### src/rtl/tximp_pkg.sv
package tximp_pkg;
  // Fractional bits removed by the final rounding step
  localparam int ZC_FRAC = 9;
  // Fixed-point unit used by the margin and pre-emphasis formulas
  localparam int ZC_UNIT_SHIFT = 7;
  // Inclusive acceptance window for a measured code
  localparam int ZC_CODE_MIN = 10 << 3;
  localparam int ZC_CODE_MAX = 40 << 3;
  // Mask applied to the pre-emphasis term before it is subtracted
  localparam int ZC_PRE_MASK = 1023;

  typedef struct packed {
    logic loadRes;   // capture both sides' results this cycle
  } ctrlStrb_t;
endpackage

### src/rtl/tximp_side_calc.sv
module tximp_side_calc
  import tximp_pkg::*;
#(
  parameter int CODE_W  = 9,
  parameter int ENC_W   = 7,
  parameter int ARITH_W = 24,
  parameter int M       = 128,
  parameter int K0      = 0
) (
  input  logic [CODE_W-1:0] code,
  output logic              rangeOk,
  output logic [ENC_W-1:0]  marginEnc,
  output logic [ENC_W-1:0]  preEnc,
  output logic [ENC_W-1:0]  totalEnc
);
  localparam logic [CODE_W-1:0]  LO_LIM   = CODE_W'(ZC_CODE_MIN);
  localparam logic [CODE_W-1:0]  HI_LIM   = CODE_W'(ZC_CODE_MAX);
  localparam logic [ARITH_W-1:0] MARG_F   = ARITH_W'(128 - M);
  localparam logic [ARITH_W-1:0] K0_F     = ARITH_W'(K0);
  localparam logic [ARITH_W-1:0] PRE_MSK  = ARITH_W'(ZC_PRE_MASK);

  function automatic logic [ARITH_W-1:0] roundDrop(input logic [ARITH_W-1:0] v);
    return (v >> ZC_FRAC) + ARITH_W'(v[ZC_FRAC-1]);
  endfunction

  logic [ARITH_W-1:0] wideCode;
  logic [ARITH_W-1:0] scaled;
  logic [ARITH_W-1:0] marginRaw;
  logic [ARITH_W-1:0] marginDbl;
  logic [ARITH_W-1:0] preRaw;
  logic [ARITH_W-1:0] totalRaw;

  always_comb begin
    wideCode  = ARITH_W'(code);
    scaled    = wideCode << ZC_UNIT_SHIFT;
    marginRaw = (MARG_F * wideCode) >> 1;
    marginDbl = marginRaw << 1;
    preRaw    = ((scaled - marginDbl) * K0_F) >> ZC_UNIT_SHIFT;
    totalRaw  = scaled - marginDbl - (preRaw & PRE_MSK);
  end

  assign rangeOk   = (code >= LO_LIM) && (code <= HI_LIM);
  assign marginEnc = ENC_W'(roundDrop(marginRaw));
  assign preEnc    = ENC_W'(roundDrop(preRaw));
  assign totalEnc  = ENC_W'(roundDrop(totalRaw));
endmodule

### src/rtl/tximp_datapath.sv
module tximp_datapath
  import tximp_pkg::*;
#(
  parameter int CODE_W  = 9,
  parameter int ENC_W   = 7,
  parameter int ARITH_W = 24,
  parameter int M       = 128,
  parameter int K0      = 0
) (
  input  logic              clk,
  input  logic              rstN,
  input  ctrlStrb_t         strb,
  input  logic [CODE_W-1:0] codeIn [2],
  output logic              rangeOk,
  output logic [ENC_W-1:0]  marginQ [2],
  output logic [ENC_W-1:0]  preQ [2],
  output logic [ENC_W-1:0]  totalQ [2]
);
  localparam int SIDES = 2;

  logic [SIDES-1:0] sideOk;
  logic [ENC_W-1:0] marginD [SIDES];
  logic [ENC_W-1:0] preD [SIDES];
  logic [ENC_W-1:0] totalD [SIDES];

  // Index 0 is the N side, index 1 the P side
  for (genvar s = 0; s < SIDES; s++) begin : gSide
    tximp_side_calc #(
      .CODE_W(CODE_W), .ENC_W(ENC_W), .ARITH_W(ARITH_W), .M(M), .K0(K0)
    ) uCalc (
      .code      (codeIn[s]),
      .rangeOk   (sideOk[s]),
      .marginEnc (marginD[s]),
      .preEnc    (preD[s]),
      .totalEnc  (totalD[s])
    );

    always_ff @(posedge clk or negedge rstN) begin
      if (!rstN) begin
        marginQ[s] <= '0;
        preQ[s]    <= '0;
        totalQ[s]  <= '0;
      end else if (strb.loadRes) begin
        marginQ[s] <= marginD[s];
        preQ[s]    <= preD[s];
        totalQ[s]  <= totalD[s];
      end
    end

    AST_HOLD_RESULTS: assert property (@(posedge clk) disable iff (!rstN)
      !strb.loadRes |=> $stable(totalQ[s]) && $stable(preQ[s]) && $stable(marginQ[s]));
  end

  assign rangeOk = &sideOk;
endmodule

### src/rtl/tximp_control.sv
module tximp_control
  import tximp_pkg::*;
#(
  parameter int NUM_PAIRS = 2
) (
  input  logic                         clk,
  input  logic                         rstN,
  input  logic                         start,
  input  logic [$clog2(NUM_PAIRS)-1:0] pairSel,
  input  logic                         calDone,
  input  logic                         calErr,
  input  logic                         rangeOk,
  output ctrlStrb_t                    strb,
  output logic                         calReq,
  output logic                         done,
  output logic                         error
);
  localparam int PAIR_W = $clog2(NUM_PAIRS);

  typedef enum logic {ST_IDLE, ST_POLL} ctlState_t;

  ctlState_t         state;
  logic [PAIR_W-1:0] activePair;
  logic [NUM_PAIRS-1:0] calibrated;
  logic              doneR;
  logic              errR;
  logic              accept;

  assign accept       = (state == ST_POLL) && calDone;
  assign strb.loadRes = accept && !calErr && rangeOk;
  assign calReq       = (state == ST_POLL);
  assign done         = doneR;
  assign error        = errR;

  always_ff @(posedge clk or negedge rstN) begin
    if (!rstN) begin
      state      <= ST_IDLE;
      activePair <= '0;
      calibrated <= '0;
      doneR      <= 1'b0;
      errR       <= 1'b0;
    end else begin
      doneR <= 1'b0;
      errR  <= 1'b0;
      unique case (state)
        ST_IDLE: begin
          if (start) begin
            if (calibrated[pairSel]) begin
              doneR <= 1'b1;
            end else begin
              state      <= ST_POLL;
              activePair <= pairSel;
            end
          end
        end
        ST_POLL: begin
          if (calDone) begin
            state <= ST_IDLE;
            doneR <= 1'b1;
            if (calErr || !rangeOk) errR <= 1'b1;
            else calibrated[activePair] <= 1'b1;
          end
        end
        default: state <= ST_IDLE;
      endcase
    end
  end

  AST_REQ_HOLD: assert property (@(posedge clk) disable iff (!rstN)
    calReq && !calDone |=> calReq);
  AST_REQ_RELEASE: assert property (@(posedge clk) disable iff (!rstN)
    calReq && calDone |=> !calReq && done);
  AST_CAL_FAIL: assert property (@(posedge clk) disable iff (!rstN)
    calReq && calDone && calErr |=> error);
  AST_DONE_PULSE: assert property (@(posedge clk) disable iff (!rstN)
    done |=> !done);
  AST_ERR_ONLY_DONE: assert property (@(posedge clk) disable iff (!rstN)
    error |-> done);
  AST_STICKY_FAST: assert property (@(posedge clk) disable iff (!rstN)
    (state == ST_IDLE) && start && calibrated[pairSel] |=> done && !error && !calReq);
endmodule

### src/rtl/tximp_calc.sv
module tximp_calc
  import tximp_pkg::*;
#(
  parameter int NUM_PAIRS = 2,
  parameter int CODE_W    = 9,
  parameter int ENC_W     = 7,
  parameter int ARITH_W   = 24,
  parameter int M         = 128,
  parameter int K0        = 0
) (
  input  logic                         clk,
  input  logic                         rstN,
  input  logic                         start,
  input  logic [$clog2(NUM_PAIRS)-1:0] pairSel,
  input  logic [CODE_W-1:0]            zcalN,
  input  logic [CODE_W-1:0]            zcalP,
  input  logic                         calDone,
  input  logic                         calErr,
  output logic                         calReq,
  output logic [ENC_W-1:0]             totalEnN,
  output logic [ENC_W-1:0]             totalEnP,
  output logic [ENC_W-1:0]             preN,
  output logic [ENC_W-1:0]             preP,
  output logic [ENC_W-1:0]             marginN,
  output logic [ENC_W-1:0]             marginP,
  output logic                         done,
  output logic                         error
);
  ctrlStrb_t        strb;
  logic             rangeOk;
  logic [CODE_W-1:0] codes [2];
  logic [ENC_W-1:0] marginQ [2];
  logic [ENC_W-1:0] preQ [2];
  logic [ENC_W-1:0] totalQ [2];

  assign codes[0] = zcalN;
  assign codes[1] = zcalP;

  tximp_control #(.NUM_PAIRS(NUM_PAIRS)) uCtl (
    .clk     (clk),
    .rstN    (rstN),
    .start   (start),
    .pairSel (pairSel),
    .calDone (calDone),
    .calErr  (calErr),
    .rangeOk (rangeOk),
    .strb    (strb),
    .calReq  (calReq),
    .done    (done),
    .error   (error)
  );

  tximp_datapath #(
    .CODE_W(CODE_W), .ENC_W(ENC_W), .ARITH_W(ARITH_W), .M(M), .K0(K0)
  ) uDp (
    .clk     (clk),
    .rstN    (rstN),
    .strb    (strb),
    .codeIn  (codes),
    .rangeOk (rangeOk),
    .marginQ (marginQ),
    .preQ    (preQ),
    .totalQ  (totalQ)
  );

  assign totalEnN = totalQ[0];
  assign totalEnP = totalQ[1];
  assign preN     = preQ[0];
  assign preP     = preQ[1];
  assign marginN  = marginQ[0];
  assign marginP  = marginQ[1];
endmodule

### config.mk
export PLATFORM = sky130hd
export DESIGN_NAME = tximp_calc
export DESIGN_NICKNAME = d
export VERILOG_FILES = /design/src/rtl/tximp_pkg.sv /design/src/rtl/tximp_side_calc.sv /design/src/rtl/tximp_datapath.sv /design/src/rtl/tximp_control.sv /design/src/rtl/tximp_calc.sv
export SDC_FILE = /design/constraint.sdc
export NUM_CORES = 1
export LEC_CHECK = 0
export ABC_AREA = 1
export BUFFER_PORTS_ARGS = -buffer_cell sky130_fd_sc_hd__buf_2
export CAP_MARGIN = 25
export CORE_MARGIN = 2
export CORE_UTILIZATION = 49
export DETAILED_ROUTE_END_ITERATION = 8
export PLACE_DENSITY = 0.84
export SYNTH_ARGS = -nofsm -noshare
export SYNTH_HDL_FRONTEND = slang
export SYNTH_SLANG_ARGS = --single-unit
export TNS_END_PERCENT = 100
### constraint.sdc
create_clock -name clk -period 2.3 [get_ports clk]
set_clock_uncertainty 0.2 [all_clocks]
set_input_delay 0.575 -clock clk [delete_from_list [all_inputs] [get_ports clk]]
set_output_delay 0.575 -clock clk [all_outputs]
set_load 0.05 [all_outputs]
==> summary.md <==
| Metric | Value |
|---|---|
| DRT antenna net count | 0 |
| RSZ-0062 raised after global routing | false |
| Clock Path Buffers | 2 |
| Share of cells above drive strength 1 | 22.8% |
| Xor-xnor portion of the synthesized cell area | 6.15% |
| Slew Viols, Final | 0 |
| Final net count | 263 |
| Minimum period implied by the final worst setup slack | 1.74 ns |
| Failing checks | hold timing |
| Die Y | 57.9 um |
| Clk Latency, worst-skew pair | 0.30 ns |
| First DRT Iteration DRCs | 33 |
| Worst hold margin | -0.00454 ns |
| Cell with the most instances after synthesis | nand2_1 |
| Max frequency | 574 MHz |
| Largest family of logic cells by synthesized area | simple AND/OR/NAND/NOR gates |
| Leakage | 0.000982 uW |
| Clk slew on worst S/H paths | 0.11 ns |
| H-Tree Depth | 1 |
| Initial antenna violation count | 0 |
| Final period util | 75.7% |
| CTS sink count | 20 |
| Crit-path leading delay family | flip-flops |
| Worst Setup Path Type | flop to output port |
| Dpl ws | 0.305 ns |
| Critical path, cell by cell | buf_2 |
| Worst endpoint required time | 1.52 ns |
| Synth Area in Simple Gates | 27.7% |
| ANT cells | 0 |
| Root Buffer | clkbuf_4 |
| # Post-CTS Setup Buffers | 0 |
| DRC viols | 0 |
| Cts bufs inserted | 3 |
| I/O Pins | 69 |
| Finished Cell Area | 1580 um^2 |
| Synth Area in Compound Gates | 2.81% |
| Routed wire per std cell | 9.58 um |
| Post-synth EDFFs | 0 |
| Critical path arrival | 0.97 ns |
| Core Region | 2760 um^2 |
| Vias per cell | 4.50 |
| Resize count post-CTS | 0 |
| Critical Path Max Stage Delay | 0.39 ns |
| CTS tree | built |
| Register area share after synthesis | 35.1% |
| Max cap viols | 0 |
| Hold_buf cts | 0 |
| First-pass GRT wire length | 4340 um |
| Area growth, synth to finish | 10.5% |
| First-pass iteration count of the detailed router | 4 |
| Critical Path Sink Type | output port |
| Vias | 1184 |
| Primary FF master, synth | dfrtp_1 |
| Vias in the first global route | 1021 |
| Sum Neg Setup Slack | 0 ns |
| Die width | 57.9 um |
| Asr flop ratio synth | 100% |
| Final setup viols | 0 |
| Port bufs | 40 |
| Die area | 3360 um^2 |
| WL final | 2520 um |
| Post-synthesis mux area share | 0% |
| Worst R2R Start | uCtl.calReq$_DFF_PN0_ |
| Post-layout util | 57.1% |
| Most frequent cells after synthesis | nand2_1, buf_4, nand3_1 |
| Flop-to-flop setup slack | 0.89 ns |
| Slowest CP cell | dfrtp_1 |
| Critical Path Fanout Max | 3 |
| Status | finished with violations |
| CP startpoint kind | flop |
| Yosys top cell by area | dfrtp_1 |
| GPL Wtd Cong | 0.777 |
| Syn avg cell area | 7.46 um^2 |
| Syn Std Cell Area | 1430 um^2 |
| Worst R2R End | uDp.totalQ[11]$_DFFE_PN0P_ |
| Worst VDD drop | 0.000332 V |
| Yosys warning count | 0 |
| Gate Count Post-Synth | 191 |
| GR Util All Layers | 16.6% |
| #FFs+latches synth | 20 |
| Largest cells by area after synthesis | dfrtp_1, buf_4, nand2_1 |
| Largest net degree at the start of global routing | 21 |
| HPWL Detailed | 2100 um |
| Hold Crit Class | primary input to asynchronous set/reset pin |
| Pwr Density | 506 nW/um^2 |
| Final Worst Setup Slack | 0.558 ns |
| Distinct cell type count of the synthesized netlist | 19 |
| Grt total ovfl | 0 |
| Initial Util | 51.7% |
| Share of the synthesized area in the top cell type | 35.1% |
| FF-to-FF path depth | 5 |
| Final count of hold timing violations | 11 |
| Post-Synth Adder-Cell Area | 5.27% |
| Buf+Inv Stages, Crit Path | 1 |
| Placed inst area | 1540 um^2 |
| Row Count | 19 |
==> power by group <==
| part | internal, uW | switching [uW] | total [uW] |
|---|---|---|---|
| combinational | 43.0 | 191 | 234 |
| clock | 96.6 | 102 | 199 |
| sequential | 360 | 4.38 | 364 |
==> registers in the layout, indices dropped and copies added (netlist names) <==
signal and cells:
uDp.totalQ 14, uCtl.error 1, uCtl.calibrated 2, uCtl.calReq 1, uCtl.done 1, uCtl.activePair 1
==> worst reg2reg max path: cells and delay by family (launching register included) <==
family | cells | cell delay [ns]
flip-flops | 1 | 0.39
AND/OR/NAND/NOR | 4 | 0.63
buffers and inverters | 1 | 0.09
==> logic make-up after synthesis <==
group,Yosys count
AND/OR/NAND/NOR,91
buffers and inverters,55
flip-flops,20
XOR/XNOR,10
AO/OA/AOI/OAI,8
adder cells (fa/ha/maj),6
other,1
==> per-layer routing <==
layer	vias up	routed length (um)	GRT usage (%)
li1	610	-	-
met3	4	148	2.90
met5	-	0	0
met4	0	27	4.98
met1	529	1100	22.0
met2	41	1240	27.9
==> cells in the final DEF, fill, tap and decap left out, types with 5 or more instances in the layout <==
| cell type | n |
|---|---|
| nor2_1 | 11 |
| dfrtp_1 | 20 |
| buf_2 | 40 |
| ha_1 | 6 |
| o21ai_0 | 5 |
| inv_1 | 20 |
| nand2_1 | 52 |
| nand3_1 | 23 |
| conb_1 | 28 |
| xor2_1 | 10 |
==> layout make-up <==
class	instances	area [um^2]
timing repair buffer	41	208
inverter	24	90.1
clock buffer	4	36.3
multi-input combinational	143	702
sequential	20	500
fill	271	1180
tap	31	38.8
==> how the worst max path moves through the flow <==
stage	slack (ns)	cells after the start	start	end
after CTS	0.55	1	uCtl.calReq$_DFF_PN0_	calReq
after global routing	0.47	10	zcalN[7]	uDp.totalQ[10]$_DFFE_PN0P_
final	0.56	1	uCtl.calReq$_DFF_PN0_	calReq
after floorplan	0.59	8	zcalN[1]	uDp.totalQ[13]$_DFFE_PN0P_
after global placement	0.35	9	zcalN[1]	uDp.totalQ[13]$_DFFE_PN0P_
after detailed placement	0.31	9	zcalN[1]	uDp.totalQ[13]$_DFFE_PN0P_
==> through the flow <==
stage	total power, uW	std cells
6_report	797	263
5_1_grt	838	263
4_1_cts	806	263
3_5_place_dp	605	259
3_3_place_gp	603	259
2_1_floorplan	591	218
No activity file was read; power rests on OpenSTA's default activity.
